==> config.mk <==
export PLATFORM = sky130hd
export DESIGN_NAME = nic_ctx_regfront
export DESIGN_NICKNAME = d
export VERILOG_FILES = /design/src/rtl/nicf_pkg.sv /design/src/rtl/nicf_decode.sv /design/src/rtl/nicf_idx_fifo.sv /design/src/rtl/nicf_ctx_bank.sv /design/src/rtl/nic_ctx_regfront.sv
export SDC_FILE = /design/constraint.sdc
export NUM_CORES = 1
export LEC_CHECK = 0
export BUFFER_PORTS_ARGS = -buffer_cell sky130_fd_sc_hd__buf_4
export CORE_MARGIN = 1
export CORE_UTILIZATION = 52
export CTS_CLUSTER_DIAMETER = 50
export DETAILED_ROUTE_END_ITERATION = 6
export GPL_TIMING_DRIVEN = 0
export PLACE_DENSITY = 0.77
export SYNTH_ARGS = -nofsm -noshare
export SYNTH_HDL_FRONTEND = slang
export SYNTH_HIERARCHICAL = 1
export SYNTH_SLANG_ARGS = --single-unit
==> constraint.sdc <==
create_clock -name clk -period 5.9 [get_ports clk]
set_input_delay 1.18 -clock clk [delete_from_list [all_inputs] [get_ports clk]]
set_output_delay 1.18 -clock clk [all_outputs]
set_load 0.1 [all_outputs]
==> src/rtl/nicf_pkg.sv <==
package nicf_pkg;

    localparam int REG_SHIFT = 6;

    typedef enum logic [1:0] {
        ACC_IDLE,
        ACC_EXEC,
        ACC_RESP
    } acc_state_e;

    typedef enum logic [2:0] {
        ENG_IDLE       = 3'd0,
        ENG_FIFO_BLOCK = 3'd1,
        ENG_BEGIN_COPY = 3'd2,
        ENG_COPY       = 3'd3,
        ENG_COPY_DONE  = 3'd4
    } eng_state_e;

    typedef enum logic [3:0] {
        RID_CTRL,
        RID_ISTAT,
        RID_IMASK,
        RID_ISET,
        RID_RXMARK,
        RID_TXMARK,
        RID_MAXCOPY,
        RID_RXDESC,
        RID_TXDESC,
        RID_RXSTAT,
        RID_TXSTAT,
        RID_NONE
    } reg_id_e;

    typedef struct packed {
        logic wide;
        logic rd_ok;
        logic wr_ok;
    } reg_attr_t;

    // status word bit positions
    localparam int ST_FLAG_A = 16;
    localparam int ST_FLAG_B = 17;
    localparam int ST_FLAG_C = 18;
    localparam int ST_BUSY   = 31;
    localparam int ST_TAG    = 32;

endpackage

==> src/rtl/nicf_decode.sv <==
module nicf_decode
    import nicf_pkg::*;
#(
    parameter int ADDR_W = 10,
    parameter int NCTX   = 4,
    parameter int CIDX_W = 2
) (
    input  logic [ADDR_W-1:0] addr,
    input  logic              write,
    input  logic              wide,
    output logic [CIDX_W-1:0] ctx,
    output reg_id_e           rid,
    output logic              err
);
    localparam int SLOT_W = ADDR_W - REG_SHIFT;

    logic [SLOT_W-1:0]    slot;
    logic [REG_SHIFT-1:0] off;
    reg_attr_t            attr;

    assign slot = addr[ADDR_W-1:REG_SHIFT];
    assign off  = addr[REG_SHIFT-1:0];
    assign ctx  = slot[CIDX_W-1:0];

    always_comb begin
        rid  = RID_NONE;
        attr = '0;
        case (off)
            6'h00: begin rid = RID_CTRL;    attr = '{wide: 1'b0, rd_ok: 1'b1, wr_ok: 1'b1}; end
            6'h04: begin rid = RID_ISTAT;   attr = '{wide: 1'b0, rd_ok: 1'b1, wr_ok: 1'b1}; end
            6'h08: begin rid = RID_IMASK;   attr = '{wide: 1'b0, rd_ok: 1'b1, wr_ok: 1'b1}; end
            6'h0C: begin rid = RID_ISET;    attr = '{wide: 1'b0, rd_ok: 1'b0, wr_ok: 1'b1}; end
            6'h10: begin rid = RID_RXMARK;  attr = '{wide: 1'b0, rd_ok: 1'b1, wr_ok: 1'b1}; end
            6'h14: begin rid = RID_TXMARK;  attr = '{wide: 1'b0, rd_ok: 1'b1, wr_ok: 1'b1}; end
            6'h18: begin rid = RID_MAXCOPY; attr = '{wide: 1'b0, rd_ok: 1'b1, wr_ok: 1'b1}; end
            6'h20: begin rid = RID_RXDESC;  attr = '{wide: 1'b1, rd_ok: 1'b1, wr_ok: 1'b1}; end
            6'h28: begin rid = RID_TXDESC;  attr = '{wide: 1'b1, rd_ok: 1'b1, wr_ok: 1'b1}; end
            6'h30: begin rid = RID_RXSTAT;  attr = '{wide: 1'b1, rd_ok: 1'b1, wr_ok: 1'b0}; end
            6'h38: begin rid = RID_TXSTAT;  attr = '{wide: 1'b1, rd_ok: 1'b1, wr_ok: 1'b0}; end
            default: begin rid = RID_NONE;  attr = '0; end
        endcase
    end

    // context range, defined offset, direction and width
    always_comb begin
        err = (rid == RID_NONE)
            || (int'(slot) >= NCTX)
            || (write ? !attr.wr_ok : !attr.rd_ok)
            || (wide != attr.wide);
    end

endmodule

==> src/rtl/nicf_idx_fifo.sv <==
module nicf_idx_fifo #(
    parameter int DEPTH = 4,
    parameter int W     = 2
) (
    input  logic         clk,
    input  logic         rst_n,
    input  logic         push,
    input  logic [W-1:0] push_data,
    input  logic         pop,
    output logic         valid,
    output logic [W-1:0] head,
    output logic         full
);
    localparam int PTR_W = (DEPTH > 1) ? $clog2(DEPTH) : 1;
    localparam int CNT_W = $clog2(DEPTH + 1);

    logic [W-1:0]     slots [DEPTH];
    logic [PTR_W-1:0] rd_ptr;
    logic [PTR_W-1:0] wr_ptr;
    logic [CNT_W-1:0] count;
    logic             do_pop;
    logic             do_push;

    assign valid   = (count != '0);
    assign full    = (count == CNT_W'(DEPTH));
    assign head    = slots[rd_ptr];
    assign do_pop  = pop && valid;
    assign do_push = push && (!full || do_pop);

    always_ff @(posedge clk or negedge rst_n) begin
        if (!rst_n) begin
            rd_ptr <= '0;
            wr_ptr <= '0;
            count  <= '0;
        end else begin
            if (do_push) begin
                wr_ptr <= (wr_ptr == PTR_W'(DEPTH - 1)) ? '0 : wr_ptr + 1'b1;
            end
            if (do_pop) begin
                rd_ptr <= (rd_ptr == PTR_W'(DEPTH - 1)) ? '0 : rd_ptr + 1'b1;
            end
            count <= count + CNT_W'(do_push) - CNT_W'(do_pop);
        end
    end

    always_ff @(posedge clk) begin
        if (do_push) begin
            slots[wr_ptr] <= push_data;
        end
    end

    // the front-end never pushes into a full queue
    a_r13_no_overflow: assert property (@(posedge clk) disable iff (!rst_n)
        push |-> (!full || pop));

endmodule

==> src/rtl/nicf_ctx_bank.sv <==
module nicf_ctx_bank #(
    parameter int NCTX   = 4,
    parameter int CIDX_W = 2,
    parameter int TAG_W  = 8
) (
    input  logic                         clk,
    input  logic                         rst_n,
    input  logic                         wr_en,
    input  logic [CIDX_W-1:0]            wr_ctx,
    input  logic [63:0]                  wr_data,
    input  logic                         done_valid,
    input  logic [CIDX_W-1:0]            done_ctx,
    output logic [NCTX-1:0][63:0]        desc,
    output logic [NCTX-1:0]              busy,
    output logic [NCTX-1:0][TAG_W-1:0]   tag
);
    logic [TAG_W-1:0] tag_ctr;

    always_ff @(posedge clk or negedge rst_n) begin
        if (!rst_n) begin
            tag_ctr <= '0;
        end else if (wr_en) begin
            tag_ctr <= tag_ctr + 1'b1;
        end
    end

    for (genvar c = 0; c < NCTX; c++) begin : g_ctx
        logic             sel_wr;
        logic             sel_done;
        logic [63:0]      desc_q;
        logic             busy_q;
        logic [TAG_W-1:0] tag_q;

        assign sel_wr   = wr_en && (wr_ctx == CIDX_W'(c));
        assign sel_done = done_valid && (done_ctx == CIDX_W'(c));

        always_ff @(posedge clk or negedge rst_n) begin
            if (!rst_n) begin
                desc_q <= '0;
                busy_q <= 1'b0;
                tag_q  <= '0;
            end else if (sel_wr) begin
                desc_q <= wr_data;
                busy_q <= 1'b1;
                tag_q  <= tag_ctr;
            end else if (sel_done) begin
                busy_q <= 1'b0;
            end
        end

        assign desc[c] = desc_q;
        assign busy[c] = busy_q;
        assign tag[c]  = tag_q;
    end

    // a descriptor is never overwritten while its context is busy
    a_r5_no_write_when_busy: assert property (@(posedge clk) disable iff (!rst_n)
        wr_en |-> !busy[wr_ctx]);

endmodule

==> src/rtl/nic_ctx_regfront.sv <==
module nic_ctx_regfront
    import nicf_pkg::*;
#(
    parameter int NCTX   = 4,
    parameter int ADDR_W = 10,
    parameter int TAG_W  = 8,
    parameter int LVL_W  = 12,
    parameter int INT_W  = 8,
    localparam int CIDX_W = (NCTX > 1) ? $clog2(NCTX) : 1
) (
    input  logic              clk,
    input  logic              rst_n,
    input  logic              req_valid,
    output logic              req_ready,
    input  logic              req_write,
    input  logic              req_wide,
    input  logic [ADDR_W-1:0] req_addr,
    input  logic [63:0]       req_wdata,
    output logic              rsp_valid,
    output logic              rsp_err,
    output logic [63:0]       rsp_rdata,
    output logic              err_sticky,
    output logic              ctrl_rx_en,
    output logic              ctrl_tx_en,
    input  logic [INT_W-1:0]  irq_src,
    output logic              irq,
    input  logic [LVL_W-1:0]  rx_level,
    input  logic [15:0]       rx_pkts_avail,
    input  logic              rx_low,
    input  logic [NCTX-1:0]   rx_ctx_active,
    input  logic [2:0]        rx_eng_state,
    input  logic              rx_done_valid,
    input  logic [CIDX_W-1:0] rx_done_ctx,
    output logic              rx_kick,
    output logic              rx_new_valid,
    output logic [CIDX_W-1:0] rx_new_ctx,
    input  logic              rx_new_pop,
    output logic              rx_cont_valid,
    output logic [CIDX_W-1:0] rx_cont_ctx,
    input  logic              rx_cont_pop,
    input  logic [LVL_W-1:0]  tx_level,
    input  logic [LVL_W-1:0]  tx_free,
    input  logic [15:0]       tx_pkts,
    input  logic [2:0]        tx_eng_state,
    input  logic              tx_done_valid,
    input  logic [CIDX_W-1:0] tx_done_ctx,
    output logic              tx_kick,
    output logic              tx_q_valid,
    output logic [CIDX_W-1:0] tx_q_ctx,
    input  logic              tx_q_pop
);
    acc_state_e st_q, st_d;

    logic              cap_write;
    logic              cap_wide;
    logic [ADDR_W-1:0] cap_addr;
    logic [63:0]       cap_wdata;

    logic [CIDX_W-1:0] ctx;
    reg_id_e           rid;
    logic              dec_err;

    logic [1:0]        ctrl_q;
    logic [INT_W-1:0]  int_stat_q;
    logic [INT_W-1:0]  int_mask_q;
    logic [LVL_W-1:0]  rx_mark_q;
    logic [LVL_W-1:0]  tx_mark_q;
    logic [LVL_W-1:0]  maxcopy_q;

    logic [NCTX-1:0][63:0]      rx_desc, tx_desc;
    logic [NCTX-1:0]            rx_busy, tx_busy;
    logic [NCTX-1:0][TAG_W-1:0] rx_tag, tx_tag;

    logic rx_new_full, rx_cont_full, tx_q_full;

    logic in_exec;
    logic wr_ok_any;
    logic rx_try, rx_fail, rx_go, rx_to_cont;
    logic tx_try, tx_fail, tx_go, tx_at_head;
    logic acc_err;
    logic rx_kick_d, tx_kick_d;
    logic [63:0] rd_word;
    logic [63:0] rx_stat_w, tx_stat_w;
    logic [INT_W-1:0] int_clr, int_set;

    nicf_decode #(.ADDR_W(ADDR_W), .NCTX(NCTX), .CIDX_W(CIDX_W)) u_decode (
        .addr  (cap_addr),
        .write (cap_write),
        .wide  (cap_wide),
        .ctx   (ctx),
        .rid   (rid),
        .err   (dec_err)
    );

    // ---------------- access state machine ----------------
    always_ff @(posedge clk or negedge rst_n) begin
        if (!rst_n) begin
            st_q <= ACC_IDLE;
        end else begin
            st_q <= st_d;
        end
    end

    always_comb begin
        st_d = st_q;
        unique case (st_q)
            ACC_IDLE: if (req_valid) st_d = ACC_EXEC;
            ACC_EXEC: st_d = ACC_RESP;
            ACC_RESP: st_d = ACC_IDLE;
            default:  st_d = ACC_IDLE;
        endcase
    end

    assign req_ready = (st_q == ACC_IDLE);
    assign rsp_valid = (st_q == ACC_RESP);
    assign in_exec   = (st_q == ACC_EXEC);

    always_ff @(posedge clk or negedge rst_n) begin
        if (!rst_n) begin
            cap_write <= 1'b0;
            cap_wide  <= 1'b0;
            cap_addr  <= '0;
            cap_wdata <= '0;
        end else if (req_ready && req_valid) begin
            cap_write <= req_write;
            cap_wide  <= req_wide;
            cap_addr  <= req_addr;
            cap_wdata <= req_wdata;
        end
    end

    // ---------------- request routing ----------------
    assign rx_to_cont = rx_ctx_active[ctx];
    assign rx_try     = in_exec && !dec_err && cap_write && (rid == RID_RXDESC);
    assign rx_fail    = rx_try && (rx_busy[ctx] || (rx_to_cont ? rx_cont_full : rx_new_full));
    assign rx_go      = rx_try && !rx_fail;

    assign tx_at_head = tx_q_valid && (tx_q_ctx == ctx);
    assign tx_try     = in_exec && !dec_err && cap_write && (rid == RID_TXDESC);
    assign tx_fail    = tx_try && (tx_busy[ctx] || (!tx_at_head && tx_q_full));
    assign tx_go      = tx_try && !tx_fail;

    assign acc_err    = in_exec && (dec_err || rx_fail || tx_fail);
    assign wr_ok_any  = in_exec && !acc_err && cap_write;

    assign rx_kick_d = rx_go && ctrl_q[0]
                     && ((rx_eng_state == ENG_IDLE) || (rx_eng_state == ENG_FIFO_BLOCK));
    assign tx_kick_d = tx_go && ctrl_q[1] && (tx_eng_state == ENG_IDLE)
                     && (!tx_q_valid || tx_at_head);

    nicf_ctx_bank #(.NCTX(NCTX), .CIDX_W(CIDX_W), .TAG_W(TAG_W)) u_rx_bank (
        .clk        (clk),
        .rst_n      (rst_n),
        .wr_en      (rx_go),
        .wr_ctx     (ctx),
        .wr_data    (cap_wdata),
        .done_valid (rx_done_valid),
        .done_ctx   (rx_done_ctx),
        .desc       (rx_desc),
        .busy       (rx_busy),
        .tag        (rx_tag)
    );

    nicf_ctx_bank #(.NCTX(NCTX), .CIDX_W(CIDX_W), .TAG_W(TAG_W)) u_tx_bank (
        .clk        (clk),
        .rst_n      (rst_n),
        .wr_en      (tx_go),
        .wr_ctx     (ctx),
        .wr_data    (cap_wdata),
        .done_valid (tx_done_valid),
        .done_ctx   (tx_done_ctx),
        .desc       (tx_desc),
        .busy       (tx_busy),
        .tag        (tx_tag)
    );

    nicf_idx_fifo #(.DEPTH(NCTX), .W(CIDX_W)) u_rx_new_q (
        .clk       (clk),
        .rst_n     (rst_n),
        .push      (rx_go && !rx_to_cont),
        .push_data (ctx),
        .pop       (rx_new_pop),
        .valid     (rx_new_valid),
        .head      (rx_new_ctx),
        .full      (rx_new_full)
    );

    nicf_idx_fifo #(.DEPTH(NCTX), .W(CIDX_W)) u_rx_cont_q (
        .clk       (clk),
        .rst_n     (rst_n),
        .push      (rx_go && rx_to_cont),
        .push_data (ctx),
        .pop       (rx_cont_pop),
        .valid     (rx_cont_valid),
        .head      (rx_cont_ctx),
        .full      (rx_cont_full)
    );

    nicf_idx_fifo #(.DEPTH(NCTX), .W(CIDX_W)) u_tx_q (
        .clk       (clk),
        .rst_n     (rst_n),
        .push      (tx_go && !tx_at_head),
        .push_data (ctx),
        .pop       (tx_q_pop),
        .valid     (tx_q_valid),
        .head      (tx_q_ctx),
        .full      (tx_q_full)
    );

    // ---------------- shared registers ----------------
    always_comb begin
        int_clr = '0;
        int_set = irq_src;
        if (in_exec && !acc_err && (rid == RID_ISTAT)) begin
            int_clr = cap_write ? cap_wdata[INT_W-1:0] : '1;
        end
        if (wr_ok_any && (rid == RID_ISET)) begin
            int_set = int_set | cap_wdata[INT_W-1:0];
        end
    end

    always_ff @(posedge clk or negedge rst_n) begin
        if (!rst_n) begin
            ctrl_q     <= '0;
            int_stat_q <= '0;
            int_mask_q <= '0;
            rx_mark_q  <= '0;
            tx_mark_q  <= '0;
            maxcopy_q  <= '0;
        end else begin
            int_stat_q <= (int_stat_q & ~int_clr) | int_set;
            if (wr_ok_any) begin
                case (rid)
                    RID_CTRL:    ctrl_q     <= cap_wdata[1:0];
                    RID_IMASK:   int_mask_q <= cap_wdata[INT_W-1:0];
                    RID_RXMARK:  rx_mark_q  <= cap_wdata[LVL_W-1:0];
                    RID_TXMARK:  tx_mark_q  <= cap_wdata[LVL_W-1:0];
                    RID_MAXCOPY: maxcopy_q  <= cap_wdata[LVL_W-1:0];
                    default: ;
                endcase
            end
        end
    end

    assign ctrl_rx_en = ctrl_q[0];
    assign ctrl_tx_en = ctrl_q[1];
    assign irq        = |(int_stat_q & int_mask_q);

    // ---------------- status composition ----------------
    always_comb begin
        rx_stat_w                   = '0;
        rx_stat_w[15:0]             = rx_pkts_avail;
        rx_stat_w[ST_FLAG_A]        = (rx_level == '0);
        rx_stat_w[ST_FLAG_B]        = (rx_level > rx_mark_q);
        rx_stat_w[ST_FLAG_C]        = rx_low;
        rx_stat_w[ST_BUSY]          = rx_busy[ctx];
        rx_stat_w[ST_TAG +: TAG_W]  = rx_tag[ctx];

        tx_stat_w                   = '0;
        tx_stat_w[15:0]             = tx_pkts;
        tx_stat_w[ST_FLAG_A]        = (tx_free < maxcopy_q);
        tx_stat_w[ST_FLAG_B]        = (tx_level < tx_mark_q);
        tx_stat_w[ST_BUSY]          = tx_busy[ctx];
        tx_stat_w[ST_TAG +: TAG_W]  = tx_tag[ctx];
    end

    always_comb begin
        case (rid)
            RID_CTRL:    rd_word = 64'(ctrl_q);
            RID_ISTAT:   rd_word = 64'(int_stat_q);
            RID_IMASK:   rd_word = 64'(int_mask_q);
            RID_RXMARK:  rd_word = 64'(rx_mark_q);
            RID_TXMARK:  rd_word = 64'(tx_mark_q);
            RID_MAXCOPY: rd_word = 64'(maxcopy_q);
            RID_RXDESC:  rd_word = rx_desc[ctx];
            RID_TXDESC:  rd_word = tx_desc[ctx];
            RID_RXSTAT:  rd_word = rx_stat_w;
            RID_TXSTAT:  rd_word = tx_stat_w;
            default:     rd_word = '0;
        endcase
    end

    // ---------------- registered outputs ----------------
    always_ff @(posedge clk or negedge rst_n) begin
        if (!rst_n) begin
            rsp_err    <= 1'b0;
            rsp_rdata  <= '0;
            err_sticky <= 1'b0;
            rx_kick    <= 1'b0;
            tx_kick    <= 1'b0;
        end else begin
            rx_kick <= rx_kick_d;
            tx_kick <= tx_kick_d;
            if (in_exec) begin
                rsp_err   <= acc_err;
                rsp_rdata <= (acc_err || cap_write) ? '0 : rd_word;
                if (acc_err) begin
                    err_sticky <= 1'b1;
                end
            end
        end
    end

    // ---------------- assertions ----------------
    a_r1_reply_follows_exec: assert property (@(posedge clk) disable iff (!rst_n)
        (st_q == ACC_EXEC) |=> rsp_valid);

    a_r1_no_accept_during_reply: assert property (@(posedge clk) disable iff (!rst_n)
        rsp_valid |-> !req_ready);

    a_r3_sticky_holds: assert property (@(posedge clk) disable iff (!rst_n)
        err_sticky |=> err_sticky);

    a_r5_busy_write_refused: assert property (@(posedge clk) disable iff (!rst_n)
        (rx_try && rx_busy[ctx]) |=> rsp_err);

    a_r7_kick_is_pulse: assert property (@(posedge clk) disable iff (!rst_n)
        rx_kick |=> !rx_kick);

    a_r8_tx_kick_has_head: assert property (@(posedge clk) disable iff (!rst_n)
        tx_kick |-> tx_q_valid);

    a_r11_read_clears: assert property (@(posedge clk) disable iff (!rst_n)
        (in_exec && !acc_err && !cap_write && (rid == RID_ISTAT))
        |=> ((int_stat_q & ~$past(irq_src)) == '0));

endmodule

; After elaboration in Yosys (flattened, before gate mapping)
; Memories as Yosys holds them, arrays and structs flattened.
; Cells that the tools add are included.
[word_totals]
regBits = 821
ram_bits = 24
input_bits = 175
output_inout_bits = 82
elab_cells = 277
memories = 3
[memory_table]
columns = memory, depth, width, read_ports, rd_clocked_by_memory_dff, write_ports, line
row1 = u_rx_cont_q.slots, 4, 2, 1, 0, 1, nicf_idx_fifo.sv:17  ; logic [W-1:0] slots [DEPTH];
row2 = u_rx_new_q.slots, 4, 2, 1, 0, 1, nicf_idx_fifo.sv:17
row3 = u_tx_q.slots, 4, 2, 1, 0, 1, nicf_idx_fifo.sv:17
[op_classes]
add_sub_neg = 14
order_cmp = 5
n_eq_ne = 45
muxes = 53
n_bitwise = 5
n_reduce_logical = 101
[op_table]
columns = cell, n
row1 = $pmux W64 S10, 1
row2 = $bmux W64 S2, 2
row3 = $mux W64, 3
row4 = $logic_and A1 B1 Y1, 46
row5 = $pmux W4 S11, 1
row6 = $mux W8, 5
row7 = $bmux W8 S2, 2
row8 = $mux W1, 27
row9 = $eq A2 B2 Y1 const B, 13
row10 = $eq A6 B6 Y1 const B, 4
row11 = $lt A12 B12 Y1, 2
row12 = $eq A6 B5 Y1 const B, 3
row13 = $add A8 B1 Y8 const B, 2
row14 = $and A8 B8 Y8, 2
row15 = $eq A4 B3 Y1 const B, 4
row16 = $eq A4 B4 Y1 const B, 4
row17 = $or A8 B8 Y8, 2
row18 = $reduce_bool A2 Y1, 8
row19 = $mux W2, 7
row20 = $logic_or A1 B1 Y1, 13
row21 = $add A2 B1 Y2 const B, 6
row22 = $eq A6 B4 Y1 const B, 2
row23 = $gt A12 B12 Y1, 1
row24 = $logic_not A1 Y1, 12
row25 = other kinds (27), 51

; Depth between registers and ports, before layout
[depth]
depth_word = 22
ltp_mapped = 16
mapped_depth_nobuf = 14

; Modules after synthesis
; The synthesis kept the hierarchy.
[modules_own_cells]
columns = mod, instances, cells_per_inst, area_per_inst_um2, seq_area_each_um2
row1 = nicf_ctx_bank, 2, 659, 11284.6, 7507.2
row2 = nic_ctx_regfront, 1, 1058, 13409.1, 5004.8
row3 = nicf_idx_fifo, 3, 48, 735.7, 415.4
row4 = nicf_decode, 1, 27, 158.9, 0.0

; Least setup slack after synthesis
; OpenSTA, ideal clock, no wires.
[synth_path]
path_type = input-to-reg
from = input port rx_ctx_active[3]
to = register u_rx_cont_q.count[2]
setup_ns = 0.124
arrival_ns = 3.425
required_time_ns = 5.776
path_slack_ns = 2.351
cell_stages = 12
path_buffers = 0
path_cell_list = mux4_2 > a211oi_2 > nand3_2 > inv_1 > and2_1 > o21ai_0 > mux2i_1 > ha_1 > inv_1 > fa_1 > xnor2_1 > xnor2_1
[synth_via]
elab_chain_len = 11
[synth_rtl]
columns = element, line
row1 = "start, declared", nic_ctx_regfront.sv:30  ; input logic [NCTX-1:0] rx_ctx_active,
row2 = $bmux W1 S2, nic_ctx_regfront.sv:133  ; assign rx_to_cont = rx_ctx_active[ctx];
row3 = $mux W1 (implied by the code), nic_ctx_regfront.sv:133
row4 = $mux W1, nic_ctx_regfront.sv:135  ; assign rx_fail = rx_try && (rx_busy[ctx] || (rx_to_cont ? rx_cont_full : rx_new_full));
row5 = $logic_or A1 B1 Y1, nic_ctx_regfront.sv:135
row6 = $logic_and A1 B1 Y1, nic_ctx_regfront.sv:135
row7 = $logic_not A1 Y1, nic_ctx_regfront.sv:136  ; assign rx_go = rx_try && !rx_fail;
row8 = $logic_and A1 B1 Y1, nic_ctx_regfront.sv:136
row9 = net rx_go, nic_ctx_regfront.sv:78  ; logic rx_try, rx_fail, rx_go, rx_to_cont;
row10 = $logic_and A1 B1 Y1, nic_ctx_regfront.sv:191  ; .push (rx_go && rx_to_cont),
row11 = $logic_and A1 B1 Y1, nicf_idx_fifo.sv:28  ; assign do_push = push && (!full || do_pop);
row12 = $add A3 B1 Y3, nicf_idx_fifo.sv:42  ; count <= count + CNT_W'(do_push) - CNT_W'(do_pop);
row13 = $sub A3 B1 Y3, nicf_idx_fifo.sv:42
row14 = "end signal, assigned", nicf_idx_fifo.sv:42
row15 = "end, declared", nicf_idx_fifo.sv:20  ; logic [CNT_W-1:0] count;
; The timed path passes the listed nets, and every way through them passes these cells. The select of a mux whose other input is x is not followed.
; A chain may end at the register's enable or synchronous reset.

; Worst setup path in the final report
[layout_path]
from = register cap_addr[3]
to = register u_rx_cont_q.count[2]
[layout_via]
word_cells_on_any_way = 36
classes_between = add/sub (2) / eq/ne (13) / mux (3) / reduce/logical (18)
[layout_rtl]
columns = element, line
row1 = "start, declared", nic_ctx_regfront.sv:56  ; logic [ADDR_W-1:0] cap_addr;
row2 = "start signal, assigned", nic_ctx_regfront.sv:127  ; cap_addr <= req_addr;
row3 = "$eq A6 B6 Y1, or another cell as far along", nicf_decode.sv:28  ; case (off)
row4 = $pmux W4 S11 (*), nicf_decode.sv:28
row5 = net rid[2], nic_ctx_regfront.sv:60  ; reg_id_e rid;
row6 = $eq A4 B4 Y1, nicf_decode.sv:46  ; err = (rid == RID_NONE)
row7 = $logic_or A1 B1 Y1, nicf_decode.sv:47  ; || (int'(slot) >= NCTX)
row8 = $logic_or A1 B1 Y1, nicf_decode.sv:48  ; || (write ? !attr.wr_ok : !attr.rd_ok)
row9 = $logic_or A1 B1 Y1, nicf_decode.sv:49  ; || (wide != attr.wide);
row10 = $logic_not A1 Y1, nic_ctx_regfront.sv:134  ; assign rx_try = in_exec && !dec_err && cap_write && (rid == RID_RXDESC);
row11 = [... 3 more ...], --
row12 = $logic_and A1 B1 Y1, nic_ctx_regfront.sv:135
row13 = $logic_not A1 Y1, nic_ctx_regfront.sv:136
row14 = $logic_and A1 B1 Y1 (*), nic_ctx_regfront.sv:136
row15 = net rx_go, nic_ctx_regfront.sv:78
row16 = $logic_and A1 B1 Y1 (*), nic_ctx_regfront.sv:191
row17 = $logic_and A1 B1 Y1 (*), nicf_idx_fifo.sv:28
row18 = $add A3 B1 Y3 (*), nicf_idx_fifo.sv:42
row19 = $sub A3 B1 Y3 (*), nicf_idx_fifo.sv:42
; Mark *: on every way through the listed nets, which the timed path passes. The rest lies on a longest branch.

==> metrics.txt <==
status finished, final reports clean; Post-Route WL roughly 100000 µm; Inserted Diodes 0; maximum vdd drop about 0.00023 V; setup violators final 0; Max Fanout on Critical Path 10; Clock Latency Late Sink 0.65 ns; met1 Track Usage GR 0.367; total global-route track usage 0.281; Cell variety after synth 74; Worst R2R Path Depth 16; syn nets 2779; Global Route met3 Usage 0.0444; pre-CTS setup slack 0.950 ns; Crit path max-delay family simple AND/OR/NAND/NOR gates; die height 274 µm; Initial Utilization 0.526; Placed Area 41700 µm²; area taken by multi-input logic gates 15800 µm²; TritonCTS Buffers 91; Post-CTS Setup Inserts 0; Worst EP required 6.45 ns; setup ws final 0.806 ns; Worst R2R Start cap_addr[3]; layout cells sized above 1 0.474; vias 24100; Residual DRC 0; CP Launch Point cap_addr[3]; Worst Skew 0.0300 ns; Tcrit/Tclk final 0.863; # fillers 5246; PortBufs 255; DIE AREA 74800 µm²; Clock Pin Slew Worst Setup and Hold Paths 0.06 ns; Post-synth EDFFs 24; register area 21300 µm²; global-route wire length before repair approximately 160000 µm; CTS resizes 0; ys async rst share 0.972; main flop type after synthesis dfrtp_1; Max-cap violations 0; Top Ports 257; Area Overhead vs Synth 16.6%; Slew HR 0.179; unrepaired setup endpoints after global routing false; CTS tree yes; Leak 0.0215 µW; vias in the first global route 25900; Via density 6.12; grt total ovfl 0; Worst Tran Pin Value 1.23 ns; Mapped Cells roughly 2500; row cnt just under 100; Final GP Congestion 0.879; Worst Setup End Kind flop; # clock sinks about 850; met2 Use GR 0.474; hold_ws 0.478 ns; cell area after layout approximately 45000 µm²; Crit path depth 16; H-Tree Depth 3; WP buf/inv 4; average wire per standard cell 26.3 µm; ANT nets after route 0; yosys warns 6; critical path class reg -> reg; Max Slew Vio Count 0; CP max-delay cell buf_1; WP data arrival 5.65 ns; final design utilization 0.613; CP peak stage delay approximately 0.80 ns; minimum clock period 5.09 ns; Netlist Area Pre-Place 38300 µm²; worst path cell trace a21oi_1, a22oi_1, nor3_1, and4b_1, buf_2, buf_1, nand3_2, inv_1, and2_1, o21ai_0, mux2i_1, ha_1, inv_1, fa_1, xnor2_1, xnor2_1; flops & latches, synth 845; DRT iter0 DRCs 2184; Layout Nets 3135; # hold bufs at CTS 0; Clock Tree Buf Depth 3; Die W ~270 µm; HP Class in -> async; CP Launch Type flop; PwrDens 321 nW/µm²; final hold violation count 0; DP Wirelength 71500 µm; fmax 0.196 GHz; Synth Area per Inst 15.1 µm²; root buf cell clkbuf_16; register area share after synthesis 0.555; setup TNS 0 ns; Core Area approximately 73000 µm²; largest net degree at the start of global routing 110; antenna violations before repair 1; First-pass DRT Iterations 5; most used routing layer met2
## flip-flops by register name, summed over array words and instances, names as in the netlist, 3 cells and up
| signal | cells |
|---|---|
| cap_addr | 10 |
| cap_wdata | 64 |
| int_mask_q | 8 |
| int_stat_q | 8 |
| maxcopy_q | 12 |
| rsp_rdata | 64 |
| rx_mark_q | 12 |
| tx_mark_q | 12 |
| u_rx_bank/g_ctx.busy_q | 4 |
| u_rx_bank/g_ctx.desc_q | 256 |
| u_rx_bank/g_ctx.tag_q | 32 |
| u_rx_bank/tag_ctr | 8 |
| u_rx_cont_q/count | 3 |
| u_rx_cont_q/slots | 8 |
| u_rx_new_q/count | 3 |
| u_rx_new_q/slots | 8 |
| u_tx_bank/g_ctx.busy_q | 4 |
| u_tx_bank/g_ctx.desc_q | 256 |
| u_tx_bank/g_ctx.tag_q | 32 |
| u_tx_bank/tag_ctr | 8 |
| u_tx_q/count | 3 |
| u_tx_q/slots | 8 |
## stage by stage
step	total power, µW	std cells
floorplan	7770	2547
global placement	8590	3761
detailed placement	8710	3769
CTS	14500	3936
global route	14900	3936
finish	14400	3936
## synthesized netlist by cell type (all sizes together), types with 19 or more instances
cell    instances  area share
a21oi          26      0.0035
a22oi          73       0.014
buf           135       0.026
clkbuf         36      0.0035
dfrtp         821        0.54
edfxtp         24       0.019
ha             54       0.018
inv            54      0.0053
mux2          717        0.21
mux4          151       0.089
nand2         100      0.0098
nand4          19      0.0031
nor2           28      0.0027
o21ai          76      0.0099
## layer usage
layer  vias to the layer above  share of wire
li1                      10200              -
met1                     12800           0.40
met2                       847           0.50
met3                       202          0.060
met4                         0          0.035
met5                         -              0
## cells by family (layout without fill, tap and decap cells)
family                   count (synthesis)  in the layout  synth area share
AND/OR/NAND/NOR                        245            245            0.0338
adder cells (fa/ha/maj)                 57             57            0.0192
flip-flops                             845            845             0.555
multiplexers                           878            878             0.302
AO/OA/AOI/OAI                          274            274            0.0501
XOR/XNOR                                23             23           0.00525
buffers and inverters                  225            655            0.0346
## worst register-to-register path, cell delays in order (launching register included)
cell and delay [ns]:
dfrtp_1 0.46, a21oi_1 0.27, a22oi_1 0.12, nor3_1 0.67, and4b_1 0.33, buf_2 0.34
buf_1 0.81, nand3_2 0.33, inv_1 0.21, and2_1 0.22, o21ai_0 0.10, mux2i_1 0.16
ha_1 0.17, inv_1 0.05, fa_1 0.41, xnor2_1 0.20, xnor2_1 0.14
## worst paths after layout
check                      slack, ns                       endpoint
max                             0.81           u_rx_cont_q/count[2]
min                             0.48                    cap_addr[3]
max reg2reg                     0.81           u_rx_cont_q/count[2]
min reg2reg                     0.49      u_tx_bank/g_ctx[3].busy_q
max in group asynchronous       2.30  u_tx_bank/g_ctx[3].desc_q[22]
min in group clk                0.49      u_tx_bank/g_ctx[3].busy_q
## power by group
| part | switching [µW] | internal [µW] | leakage (µW) |
|---|---|---|---|
| sequential | 461 | 6030 | 0.0114 |
| clock | 2400 | 3360 | 0.00147 |
| combinational | 1310 | 801 | 0.00859 |
| total | 4170 | 10200 | 0.0215 |
## layout by cell type (no fill, tap or decap), drive strengths merged, types with 19 or more instances in the layout
cell type  instances
ha                54
buf              398
o21ai             76
nand2            100
nand4             19
inv               64
mux2             717
nor2              28
dfrtp            821
a21oi             26
edfxtp            24
clkbuf           163
mux4             151
a22oi             73
## area by class of cell
class / instances / area share
Sequential cell: 845 / 0.475
Multi-Input combinational cell: 1477 / 0.352
Clock buffer: 127 / 0.0580
Timing Repair Buffer: 263 / 0.0479
Tap cell: 959 / 0.0268
Buffer: 171 / 0.0251
Clock inverter: 40 / 0.00996
Inverter: 54 / 0.00453
Note: power is estimated with default switching activity, not from simulation.
